--- src/rtl/dtmr_pkg.sv ---
package dtmr_pkg;
   localparam int ADDR_W = 3;
   localparam logic [ADDR_W-1:0] A_CTRL  = 3'd0;
   localparam logic [ADDR_W-1:0] A_CAUSE = 3'd1;
   localparam logic [ADDR_W-1:0] A_MASK  = 3'd2;

   // control word: run bit, then auto-reload bit, per timer
   function automatic int run_pos(input int x);
      return 2 * x;
   endfunction
   function automatic int rel_pos(input int x);
      return 2 * x + 1;
   endfunction
   // status bit per timer (bit 0 and bit 3 reserved)
   function automatic int cause_pos(input int x);
      return x + 1;
   endfunction
   function automatic logic [ADDR_W-1:0] cnt_addr(input int x);
      return ADDR_W'(4 + 2 * x);
   endfunction
   function automatic logic [ADDR_W-1:0] rld_addr(input int x);
      return ADDR_W'(5 + 2 * x);
   endfunction
endpackage

--- src/rtl/dtmr_channel.sv ---
module dtmr_channel #(
   parameter int CNT_W = 32
) (
   input  logic             clk,
   input  logic             rst_n,
   input  logic             run_i,
   input  logic             reload_en_i,
   input  logic             cnt_we_i,
   input  logic             rld_we_i,
   input  logic [CNT_W-1:0] wdata_i,
   output logic [CNT_W-1:0] cnt_o,
   output logic [CNT_W-1:0] rld_o,
   output logic             expire_o
);
   localparam logic [CNT_W-1:0] ONE = CNT_W'(1);

   logic [CNT_W-1:0] cnt_q;
   logic [CNT_W-1:0] rld_q;

   assign expire_o = run_i && (cnt_q <= ONE);
   assign cnt_o    = cnt_q;
   assign rld_o    = rld_q;

   always_ff @(posedge clk or negedge rst_n) begin
      if (!rst_n) begin
         cnt_q <= '0;
         rld_q <= '0;
      end else begin
         if (rld_we_i) rld_q <= wdata_i;
         if (cnt_we_i) begin
            cnt_q <= wdata_i;
         end else if (run_i) begin
            if (cnt_q <= ONE) cnt_q <= reload_en_i ? rld_q : '0;
            else              cnt_q <= cnt_q - ONE;
         end
      end
   end

   AST_STEP_DOWN: assert property (@(posedge clk) disable iff (!rst_n)
      (run_i && !cnt_we_i && cnt_q > ONE) |=> (cnt_q == $past(cnt_q) - ONE));
   AST_HOLD_IDLE: assert property (@(posedge clk) disable iff (!rst_n)
      (!run_i && !cnt_we_i) |=> $stable(cnt_q));
   AST_RELOAD: assert property (@(posedge clk) disable iff (!rst_n)
      (expire_o && reload_en_i && !cnt_we_i) |=> (cnt_q == $past(rld_q)));
   AST_ONESHOT_ZERO: assert property (@(posedge clk) disable iff (!rst_n)
      (expire_o && !reload_en_i && !cnt_we_i) |=> (cnt_q == '0));
   AST_SW_LOAD: assert property (@(posedge clk) disable iff (!rst_n)
      cnt_we_i |=> (cnt_q == $past(wdata_i)));
endmodule

--- src/rtl/dtmr_cause.sv ---
module dtmr_cause #(
   parameter int                 DATA_W = 32,
   parameter logic [DATA_W-1:0]  IMPL   = '0
) (
   input  logic              clk,
   input  logic              rst_n,
   input  logic              cause_we_i,
   input  logic              mask_we_i,
   input  logic [DATA_W-1:0] wdata_i,
   input  logic [DATA_W-1:0] set_i,
   output logic [DATA_W-1:0] cause_o,
   output logic [DATA_W-1:0] mask_o,
   output logic              irq_o
);
   logic [DATA_W-1:0] cause_q;
   logic [DATA_W-1:0] mask_q;
   logic [DATA_W-1:0] kept;

   always_comb begin
      kept = cause_we_i ? (cause_q & wdata_i) : cause_q;
   end

   always_ff @(posedge clk or negedge rst_n) begin
      if (!rst_n) begin
         cause_q <= '0;
         mask_q  <= '0;
      end else begin
         cause_q <= (kept | set_i) & IMPL;
         if (mask_we_i) mask_q <= wdata_i & IMPL;
      end
   end

   assign cause_o = cause_q;
   assign mask_o  = mask_q;
   assign irq_o   = |(cause_q & mask_q);

   AST_SET_WINS: assert property (@(posedge clk) disable iff (!rst_n)
      (|(set_i & IMPL)) |=> ((cause_q & $past(set_i & IMPL)) == $past(set_i & IMPL)));
   AST_STICKY: assert property (@(posedge clk) disable iff (!rst_n)
      !cause_we_i |=> ((cause_q & $past(cause_q)) == $past(cause_q)));
   AST_NO_IRQ_MASKED: assert property (@(posedge clk) disable iff (!rst_n)
      (mask_q == '0) |-> !irq_o);
endmodule

--- src/rtl/dual_downcount_timer.sv ---
module dual_downcount_timer
   import dtmr_pkg::*;
#(
   parameter int NUM_TMR = 2,
   parameter int CNT_W   = 32,
   parameter int DATA_W  = 32
) (
   input  logic              clk,
   input  logic              rst_n,
   input  logic              bus_we,
   input  logic [2:0]        bus_addr,
   input  logic [DATA_W-1:0] bus_wdata,
   output logic [DATA_W-1:0] bus_rdata,
   output logic              irq_o
);
   localparam int CTRL_W = 2 * NUM_TMR;

   function automatic logic [DATA_W-1:0] impl_bits();
      logic [DATA_W-1:0] m;
      m = '0;
      for (int i = 0; i < NUM_TMR; i++) m[cause_pos(i)] = 1'b1;
      return m;
   endfunction
   localparam logic [DATA_W-1:0] IMPL = impl_bits();

   if (NUM_TMR < 1 || NUM_TMR > 2) begin : g_bad_num
      $error("NUM_TMR must be 1 or 2: higher positions are reserved");
   end
   if (CNT_W < 2 || CNT_W > DATA_W) begin : g_bad_cnt
      $error("CNT_W must lie in 2..DATA_W");
   end
   if (DATA_W < 8) begin : g_bad_data
      $error("DATA_W must be at least 8");
   end

   logic [CTRL_W-1:0]  ctrl_q;
   logic [CTRL_W-1:0]  hw_clr;
   logic [NUM_TMR-1:0] expire;
   logic [DATA_W-1:0]  set_vec;
   logic [DATA_W-1:0]  cause_w;
   logic [DATA_W-1:0]  mask_w;
   logic [CNT_W-1:0]   cnt_w [NUM_TMR];
   logic [CNT_W-1:0]   rld_w [NUM_TMR];
   logic               ctrl_we;

   assign ctrl_we = bus_we && (bus_addr == A_CTRL);

   for (genvar x = 0; x < NUM_TMR; x++) begin : g_tmr
      dtmr_channel #(.CNT_W(CNT_W)) i_chan (
         .clk         (clk),
         .rst_n       (rst_n),
         .run_i       (ctrl_q[run_pos(x)]),
         .reload_en_i (ctrl_q[rel_pos(x)]),
         .cnt_we_i    (bus_we && (bus_addr == cnt_addr(x))),
         .rld_we_i    (bus_we && (bus_addr == rld_addr(x))),
         .wdata_i     (bus_wdata[CNT_W-1:0]),
         .cnt_o       (cnt_w[x]),
         .rld_o       (rld_w[x]),
         .expire_o    (expire[x])
      );

      AST_ONESHOT_STOP: assert property (@(posedge clk) disable iff (!rst_n)
         (expire[x] && !ctrl_q[rel_pos(x)] && !ctrl_we) |=> !ctrl_q[run_pos(x)]);
   end

   always_comb begin
      hw_clr  = '0;
      set_vec = '0;
      for (int x = 0; x < NUM_TMR; x++) begin
         hw_clr[run_pos(x)]    = expire[x] && !ctrl_q[rel_pos(x)];
         set_vec[cause_pos(x)] = expire[x];
      end
   end

   always_ff @(posedge clk or negedge rst_n) begin
      if (!rst_n)       ctrl_q <= '0;
      else if (ctrl_we) ctrl_q <= bus_wdata[CTRL_W-1:0];
      else              ctrl_q <= ctrl_q & ~hw_clr;
   end

   dtmr_cause #(.DATA_W(DATA_W), .IMPL(IMPL)) i_cause (
      .clk        (clk),
      .rst_n      (rst_n),
      .cause_we_i (bus_we && (bus_addr == A_CAUSE)),
      .mask_we_i  (bus_we && (bus_addr == A_MASK)),
      .wdata_i    (bus_wdata),
      .set_i      (set_vec),
      .cause_o    (cause_w),
      .mask_o     (mask_w),
      .irq_o      (irq_o)
   );

   always_comb begin
      bus_rdata = '0;
      unique case (bus_addr)
         A_CTRL:  bus_rdata[CTRL_W-1:0] = ctrl_q;
         A_CAUSE: bus_rdata = cause_w;
         A_MASK:  bus_rdata = mask_w;
         default: begin
            for (int x = 0; x < NUM_TMR; x++) begin
               if (bus_addr == cnt_addr(x)) bus_rdata[CNT_W-1:0] = cnt_w[x];
               if (bus_addr == rld_addr(x)) bus_rdata[CNT_W-1:0] = rld_w[x];
            end
         end
      endcase
   end

   AST_RSVD_CTRL: assert property (@(posedge clk) disable iff (!rst_n)
      (bus_addr == A_CTRL) |-> (bus_rdata[DATA_W-1:CTRL_W] == '0));
endmodule

--- config.mk ---
export PLATFORM = sky130hd
export DESIGN_NAME = dual_downcount_timer
export DESIGN_NICKNAME = d
export VERILOG_FILES = /design/src/rtl/dtmr_pkg.sv /design/src/rtl/dtmr_channel.sv /design/src/rtl/dtmr_cause.sv /design/src/rtl/dual_downcount_timer.sv
export SDC_FILE = /design/constraint.sdc
export NUM_CORES = 1
export LEC_CHECK = 0
export CAP_MARGIN = 30
export CORE_MARGIN = 8
export CORE_UTILIZATION = 60
export CTS_CLUSTER_SIZE = 14
export DETAILED_ROUTE_END_ITERATION = 12
export DONT_BUFFER_PORTS = 1
export PLACE_DENSITY = 0.84
export SLEW_MARGIN = 10
export SYNTH_ARGS = -nofsm -noshare
export SYNTH_HDL_FRONTEND = slang
export SYNTH_SLANG_ARGS = --single-unit
--- constraint.sdc ---
create_clock -name clk -period 7.3 [get_ports clk]
set_input_delay 0.73 -clock clk [delete_from_list [all_inputs] [get_ports clk]]
set_output_delay 0.73 -clock clk [all_outputs]
set_load 0.05 [all_outputs]
# After elaboration in Yosys (flattened, before gate mapping)
# Cells that the tools add are included.
# op_classes
addsub,2
magnitude_cmp,2
n_eq_ne,6
mux,16
bitwise_logic,5
reduce_logical,18
# ops
op,count
2-to-1 mux 32 bit,12
less-or-equal comparator 32 x 1 -> 1 bit (second input constant),2
subtractor 32 x 1 -> 32 bit (second input constant),2
OR reduction 32 bit,1
2-to-1 mux 28 bit,1
equality test 3 bit (second input constant),4
one-hot mux 4 bit (3 select lines),1
logical AND 1 bit,11
AND 3 bit,2
AND 4 bit,1
2-to-1 mux 4 bit,1
NOT 3 -> 4 bit,1
nonzero test 2 bit,2
equality test 3 x 1 -> 1 bit (second input constant),1
equality test 3 x 2 -> 1 bit (second input constant),1
logical NOT 3 bit,1
2-to-1 mux 3 bit,1
bitwise OR 3 bit,1
OR reduction 3 bit,1
logical NOT 1 bit,2
# word_totals
regBits,136
inputBits,38

# Depth between registers and ports, before layout
# Gate-level depths: netlist of the first run.
# depth
depth_word,6
mapped_depth,10

# Modules after synthesis
# A second synthesis of the first run with hierarchy kept.
# unflattened
hier_cells,1148
hier_area_um2,10477.5
# by_module_without_submodules
module,n_inst,cells_per_inst,area_per_inst_um2,seq_area_each_um2
dtmr_channel at g_tmr[1].i_chan,1,384,3873.7,1601.5
dtmr_channel at g_tmr[0].i_chan,1,427,3817.4,1601.5
dual_downcount_timer,1,265,2165.8,100.1
dtmr_cause,1,72,620.6,100.1

# Worst setup path before layout of the first run
# Ideal clock, no wire load.
# synth_timing
path_kind,input-to-output
start,in bus_addr[0]
end,out bus_rdata[0]
arrival_ns,2.741
setup_slack_ns,3.829
stages,5
path_buffers,2
path_cell_list,buf_1 -> buf_1 -> mux4_2 -> nand2_1 -> o21ai_0
# synth_between
elab_chain_cells,6
elab_cells_between_ends,12
# synth_lines
item,line_no,rtl
from (decl),dual_downcount_timer.sv:11,"input logic [2:0] bus_addr,"
equality test 3 bit,dual_downcount_timer.sv:101,if (bus_addr == cnt_addr(x)) bus_rdata[CNT_W-1:0] = cnt_w[x];
2-to-1 mux 32 bit,dual_downcount_timer.sv:101,
2-to-1 mux 32 bit,dual_downcount_timer.sv:102,if (bus_addr == rld_addr(x)) bus_rdata[CNT_W-1:0] = rld_w[x];
2-to-1 mux 32 bit,dual_downcount_timer.sv:101,
2-to-1 mux 32 bit,dual_downcount_timer.sv:102,
one-hot mux 4 bit (3 select lines) *,dual_downcount_timer.sv:95,unique case (bus_addr)
to (decl),dual_downcount_timer.sv:13,"output logic [DATA_W-1:0] bus_rdata,"
# Mark *: on every way between the ends. The rest lies on a longest branch, timed or not.

# Worst setup path after layout of the first run
# layout_timing
start,reg g_tmr[0].i_chan.cnt_q[17]
end,reg g_tmr[0].i_chan.cnt_q[17]
# layout_between
elab_chain_cells,4
elab_cells_between_ends,5
# layout_lines
item,line_no,rtl
from (decl),dtmr_channel.sv:17,logic [CNT_W-1:0] cnt_q;
from (signal assigned),dtmr_channel.sv:31,cnt_q <= wdata_i;
from (signal assigned),dtmr_channel.sv:33,if (cnt_q <= ONE) cnt_q <= reload_en_i ? rld_q : '0;
from (signal assigned),dtmr_channel.sv:34,else cnt_q <= cnt_q - ONE;
subtractor 32 x 1 -> 32 bit or less-or-equal comparator 32 x 1 -> 1 bit (tied branches),"dtmr_channel.sv:34, dtmr_channel.sv:33",
2-to-1 mux 32 bit *,dtmr_channel.sv:33,
2-to-1 mux 32 bit *,dtmr_channel.sv:32,end else if (run_i) begin
2-to-1 mux 32 bit *,dtmr_channel.sv:30,if (cnt_we_i) begin
# Mark *: on every way between the ends. The rest lies on a longest branch, timed or not. The select of a mux whose other input is x is not followed.
# A chain may end at the register's enable or synchronous reset.

==> metrics.txt, run 1 <==
status finished, final reports clean; DRC Markers 0; Final Slew Violations 0; slowest stage cell, crit path nand2_1; RSZ-0062 raised after global routing no; Switching Fraction roughly 40%; Clock Power Share 25.4%; vias in the first global route around 7700; clk_lat worst skew roughly 430 ps; number of buffers and inverters on the critical path 0; Tot GR Track Use 29.1%; crit path time final between 3000 and 4000 ps; worst path required time around 7600 ps; Top Ports 71; antenna violations before repair 0; share of cells above drive strength 1 18.3%; Synth Register Bits around 140; Starting DRT DRC Count 1322; Synth Area per Inst 9.81 um^2; CTS tree built; clock root buffer clkbuf_16; Num Clock Sinks 136; Initial Util approximately three fifths; Core ar. ~0.014 mm^2; post_cts resized 0; Setup violations, final 0; CTS buffer count 17; Antenna Nets Post-Route 0; register share of total power 38.5%; Yosys top cell area share between 30% and 40%; Post-Route WL ~26 mm; Synth Flop Type dfrtp_1; Yosys warnings 0; Crit Path Max Fanout 22; Placer Congestion 0.905; Syn-to-layout area delta 9.02%; worst vdd ir slightly above 0.2 mV; Power Dens Cells about 380 mW/mm^2; die height 136 um; top cells by area, synth dfrtp_1 (40%), mux2_2 (8.8%), mux4_2 (8.1%); Worst Setup Slack, final between 3000 and 4000 ps; number of diodes 0; Fin. Hold Viols 0; cell family with most CP delay simple AND/OR/NAND/NOR gates; unique cell type count in the Yosys netlist between 60 and 70; CP startpoint kind flop; deepest clock path buffer count 2; grt ovf 0; hpwl dp ~16 mm; htree depth 4; area leader, netlist dfrtp_1; leak pwr about 3.7 nW; die area roughly 0.018 mm^2; Async S/R FF share, synth between 90% and 100%; Comb pwr share ~36%; post-layout power 0.00351 W; routed vias/inst roughly 7.3; post-synthesis sequential area ratio just under 40%; Post-synth EDFFs 0; WS Path Type flop to flop; Slew headroom between 30% and 40%; Worst Setup End Kind flop; Vias ~7600; skew final around 9.5 ps; Mapped Cells ~870; worst-margin pin slew slightly below 1000 ps; setup_tns 0 ps; average wire per standard cell 24.8 um; Max Clk Rate approximately 250 MHz; 1st-pass router iterations 5; Critical Path AT approximately 4300 ps; Synth Net Count between 900 and 1000; first-pass GRT wire length around 42 mm; Port Buf Inserts 0; Worst-path clk slew roughly 60 ps; Hold Crit Class input pin to asynchronous set/reset pin; crit-path max cell delay about 980 ps; fin nets ~900; most common cell after layout, fill and taps aside dfrtp_1; max_cap viols 0; Post-CTS Setup Repair Bufs 0; worst slack, placed approximately 3500 ps; P_int roughly 0.0021 W; most frequent cells in the layout dfrtp_1 (136), nand2_1 (67), mux2_2 (67); CP cell instances or4_4 -> nor4b_1 -> nand4_1 -> nand2_1 -> o21ai_0 -> a21o_1; fin crit share between 50% and 60%; Die Wd roughly 140 um; synthesized area around 0.0086 mm^2; std cell rows 43; largest net degree at the start of global routing between 100 and 150; Net Sw Power between 0.001 and 0.0015 W
==> flip-flops by register name, summed over array words and instances (netlist names) <==
name and flops:
g_tmr.i_chan.cnt_o 64, g_tmr.i_chan.rld_o 64, ctrl_q 4, i_cause.cause_o 2, i_cause.mask_o 2
==> routing by layer <==
| metal | vias to the layer above | wire length, um | GRT usage (%) |
|---|---|---|---|
| li1 | 3218 | - | - |
| met1 | 3630 | 9740 | 37.0 |
| met2 | 615 | 11700 | 43.2 |
| met3 | 99 | 3350 | 9.98 |
| met4 | 0 | 954 | 15.4 |
| met5 | - | 0 | 0 |
==> worst paths after layout <==
check	startpoint	endpoint	slack [ps]	cells after the start
setup / recovery	g_tmr[0].i_chan.cnt_o[17]$_DFFE_PN0P_	g_tmr[0].i_chan.cnt_o[17]$_DFFE_PN0P_	3320	6
hold / removal	rst_n	g_tmr[1].i_chan.cnt_o[4]$_DFFE_PN0P_	290	1
setup reg to reg	g_tmr[0].i_chan.cnt_o[17]$_DFFE_PN0P_	g_tmr[0].i_chan.cnt_o[17]$_DFFE_PN0P_	3320	6
hold reg to reg	g_tmr[0].i_chan.rld_o[17]$_DFFE_PN0P_	g_tmr[0].i_chan.cnt_o[17]$_DFFE_PN0P_	500	1
max in group asynchronous	rst_n	g_tmr[1].i_chan.rld_o[24]$_DFFE_PN0P_	6510	1
min in group clk	bus_wdata[1]	ctrl_q[1]$_DFFE_PN0P_	420	2
==> cells in the mapped netlist, drive strengths merged, types with 2 or more instances <==
cell type    n
a21oi       54
or4          3
a211oi       7
a22o         2
mux2        67
or3         22
mux4        32
nand3b       2
nand2       67
nor4        23
nand3       18
xor2        21
o31ai        6
a31oi       19
o32ai        3
nand4       12
dfrtp      136
nor2        49
nand4b       2
clkbuf      53
o2bb2ai      3
and2        29
ha           4
a2111oi      2
o211ai       9
a311oi       7
nand2b       3
o21ai       54
xnor2       25
nor3        34
a21o         8
a221o        9
nor2b        3
nor3b       17
buf         11
and3        25
o221ai       3
inv         13
mux2i        3
==> logic make-up (layout without fill, tap and decap cells) <==
kind of cell	after synthesis	count (layout)	synth area share [%]
compound gates	194	194	14.3
xor+xnor	46	46	4.70
fa+ha+maj	4	4	0.584
buf+inv	77	61	3.52
flops	136	136	39.7
mux	102	102	17.6
simple gates	315	315	19.6
==> metrics by stage <==
stage,instance area [um^2],hold slack (ps),std cells,util (%)
after detailed placement,8690,441,1003,62.4
after CTS,9330,315,1036,66.9
after floorplan,8570,434,874,-
after global placement,8650,442,1000,62.1
final,9350,287,1038,67.1
after global routing,9350,351,1038,67.1
==> power groups by stage <==
stage               clock [W]  combinational [W]  sequential, W
finish               0.000891            0.00127        0.00135
global route         0.000927            0.00138        0.00138
CTS                  0.000894            0.00125        0.00133
detailed placement          0            0.00122        0.00134
global placement            0            0.00118        0.00132
floorplan                   0            0.00104        0.00121
==> worst reg2reg max path, delay by kind of cell, from the launching register on <==
| family | cells | cell delay [ps] |
|---|---|---|
| flip-flops | 1 | 440 |
| AO/OA/AOI/OAI | 2 | 450 |
| AND/OR/NAND/NOR | 4 | 3000 |
==> what timing repair did <==
item	CTS	global route
hold buffers	1	0
endpoints found under the setup margin	0	0
hold endpoints to repair	136	0
==> layout make-up <==
class / count / area, um^2
Inverter: 13 / 48.8
Sequential cell: 136 / 3400
Clock inverter: 12 / 149
Timing Repair Buffer: 16 / 164
Multi-Input combinational cell: 661 / 4900
Clock buffer: 20 / 457
Fill cell: 1051 / 4590
Tap cell: 180 / 225
No activity file was read; power rests on OpenSTA's default activity.
==> inputs of run 2 (changes only) <==
- clock period: 7.3 -> 3.81 ns (I/O delays scaled with it)
==> run 2 against run 1 <==
Combinational power rose by 91%. Cell count rose by 0.87%. Power up 92%. Setup slack lost 2300 ps. Clock skew grew 3.1 ps. Core utilization rose by 0.59 points. Fmax increased by 40%. Register-to-register slack got worse by 2300 ps. Largest power group unchanged.
==> metrics.txt, run 2 (synthesized netlist as in run 1, its figures left out) <==
status finished, final reports clean; routed vias/inst approximately 7.3; Num Clock Sinks roughly 140; Setup violations, final 0; hpwl dp ~17 mm; clk_lat worst skew about 440 ps; Starting DRT DRC Count 1147; CTS tree built; Core ar. ~0.014 mm^2; share of cells above drive strength 1 19.1%; most common cell after layout, fill and taps aside dfrtp_1; skew final roughly 13 ps; Worst-path clk slew 70 ps; Hold Path End g_tmr[1].i_chan.cnt_o[4]$_DFFE_PN0P_; antenna violations before repair 0; Vias around 7600; hold buffers post-CTS 2; number of diodes 0; average wire per standard cell 24.7 um; Power Dens Cells just over 700 mW/mm^2; Worst Setup End Kind flop; Port Buf Inserts 0; RSZ-0062 raised after global routing no; DRC Markers 0; Post-CTS Setup Repair Bufs 0; Top Ports ~70; max_cap viols 0; crit-path max cell delay just under 600 ps; Tot GR Track Use around 29%; CTS buffer count 17; Slew headroom between 30% and 40%; fin crit share between 70 and 80%; first-pass GRT wire length about 40 mm; 1st-pass router iterations 6; worst vdd ir between 0.4 and 0.5 mV; deepest clock path buffer count 2; Hold Crit Class input pin to flop; leak pwr 3.76 nW; worst-margin pin slew slightly above 1000 ps; grt ovf 0; worst path required time ~4200 ps; htree depth 4; Fin. Hold Viols 0; Layout Cells excl Fill ~1000; R2R Setup Slk around 970 ps; RR Endpoint g_tmr[0].i_chan.cnt_o[25]$_DFFE_PN0P_; Placer Congestion roughly 0.93; Critical Path AT roughly 3200 ps; die height 136 um; post_cts resized 0; CP cell instances or4_4 -> nor4b_1 -> nand4_1 -> nor2_1 -> buf_4 -> nand2_1 -> o211ai_1; crit path time final ~2800 ps; clock root buffer clkbuf_16; std cell rows 43; Syn-to-layout area delta 9.98%; Hold Path Origin bus_wdata[4]; die area around 0.018 mm^2; Core Util, Final ~68%; slowest stage cell, crit path or4_4; vias in the first global route roughly 7400; setup_tns 0 ps; Initial Util between 60% and 70%; Final Slew Violations 0; R2R Path Start g_tmr[0].i_chan.cnt_o[16]$_DFFE_PN0P_; Antenna Nets Post-Route 0; most frequent cells in the layout dfrtp_1 (136), nand2_1 (67), mux2_2 (67); Inst Count DP around 1000; fin nets approximately 900; WHS Path Cells 2; Crit Path Max Fanout 17; Post-Route WL between 20 and 30 mm; WS Path Type flop to flop; CP startpoint kind flop; Die Wd around 140 um; Max Clk Rate between 300 and 400 MHz; WHS 67.1 ps; R2R cell count 7; largest net degree at the start of global routing roughly 140
[run 2: cell types whose count changed in the layout (fill, tap and decap cells not counted), moves of 2 or more]
| cell | previous run | this run |
|---|---|---|
| buf_4 | 13 | 20 |
| clkbuf_8 | 2 | 5 |
| clkinv_2 | 5 | 2 |
| clkinv_4 | 2 | 0 |
| clkinvlp_4 | 1 | 5 |
[run 2: through the flow]
step / total power [W] / setup WS (ps) / cell area, um^2
2_1_floorplan: 0.00432 / 1040 / 8570
3_3_place_gp: 0.00481 / 1090 / 8720
3_5_place_dp: 0.00490 / 1070 / 8760
4_1_cts: 0.00666 / 1050 / 9410
5_1_grt: 0.00705 / 817 / 9430
6_report: 0.00673 / 968 / 9430
[run 2: per-layer routing]
metal / vias to the layer above / global-route usage (%) / part of all wire, %
li1: 3245 / - / -
met1: 3741 / 37.1 / 38
met2: 540 / 43.3 / 46
met3: 97 / 10.7 / 12
met4: 0 / 11.0 / 3.4
met5: - / 0 / 0
[run 2: how the worst max path moves through the flow]
stage,startpoint,endpoint,slack (ps),depth (start not counted)
after floorplan,bus_addr[0],bus_rdata[0],1040,5
after global placement,g_tmr[0].i_chan.cnt_o[17]$_DFFE_PN0P_,g_tmr[0].i_chan.cnt_o[31]$_DFFE_PN0P_,1090,6
after detailed placement,g_tmr[0].i_chan.cnt_o[17]$_DFFE_PN0P_,g_tmr[0].i_chan.cnt_o[31]$_DFFE_PN0P_,1070,6
after CTS,g_tmr[0].i_chan.cnt_o[16]$_DFFE_PN0P_,g_tmr[0].i_chan.cnt_o[31]$_DFFE_PN0P_,1050,6
after global routing,g_tmr[1].i_chan.cnt_o[8]$_DFFE_PN0P_,g_tmr[1].i_chan.cnt_o[27]$_DFFE_PN0P_,820,6
final,g_tmr[0].i_chan.cnt_o[16]$_DFFE_PN0P_,g_tmr[0].i_chan.cnt_o[25]$_DFFE_PN0P_,970,7
[run 2: where the power goes]
group,switching (W),internal (W)
registers,0.000697,0.00191
clock network,0.000651,0.00105
logic,0.00132,0.00110
total,0.00267,0.00407
[run 2: critical path: cells and delay by family (launching register included)]
kind	cells	cell delay, ps
flip-flops	1	430
AO/OA/AOI/OAI	1	110
AND/OR/NAND/NOR	5	1910
buffers and inverters	1	300
[run 2: area by class of cell]
type / count / area (um^2)
clock buffers: 22 / 494
repair buffers: 25 / 241
flip-flops and latches: 136 / 3400
clock inverters: 10 / 116
inverters: 13 / 48.8
fillers: 1047 / 4510
multi-input cells: 661 / 4900
well taps: 180 / 225
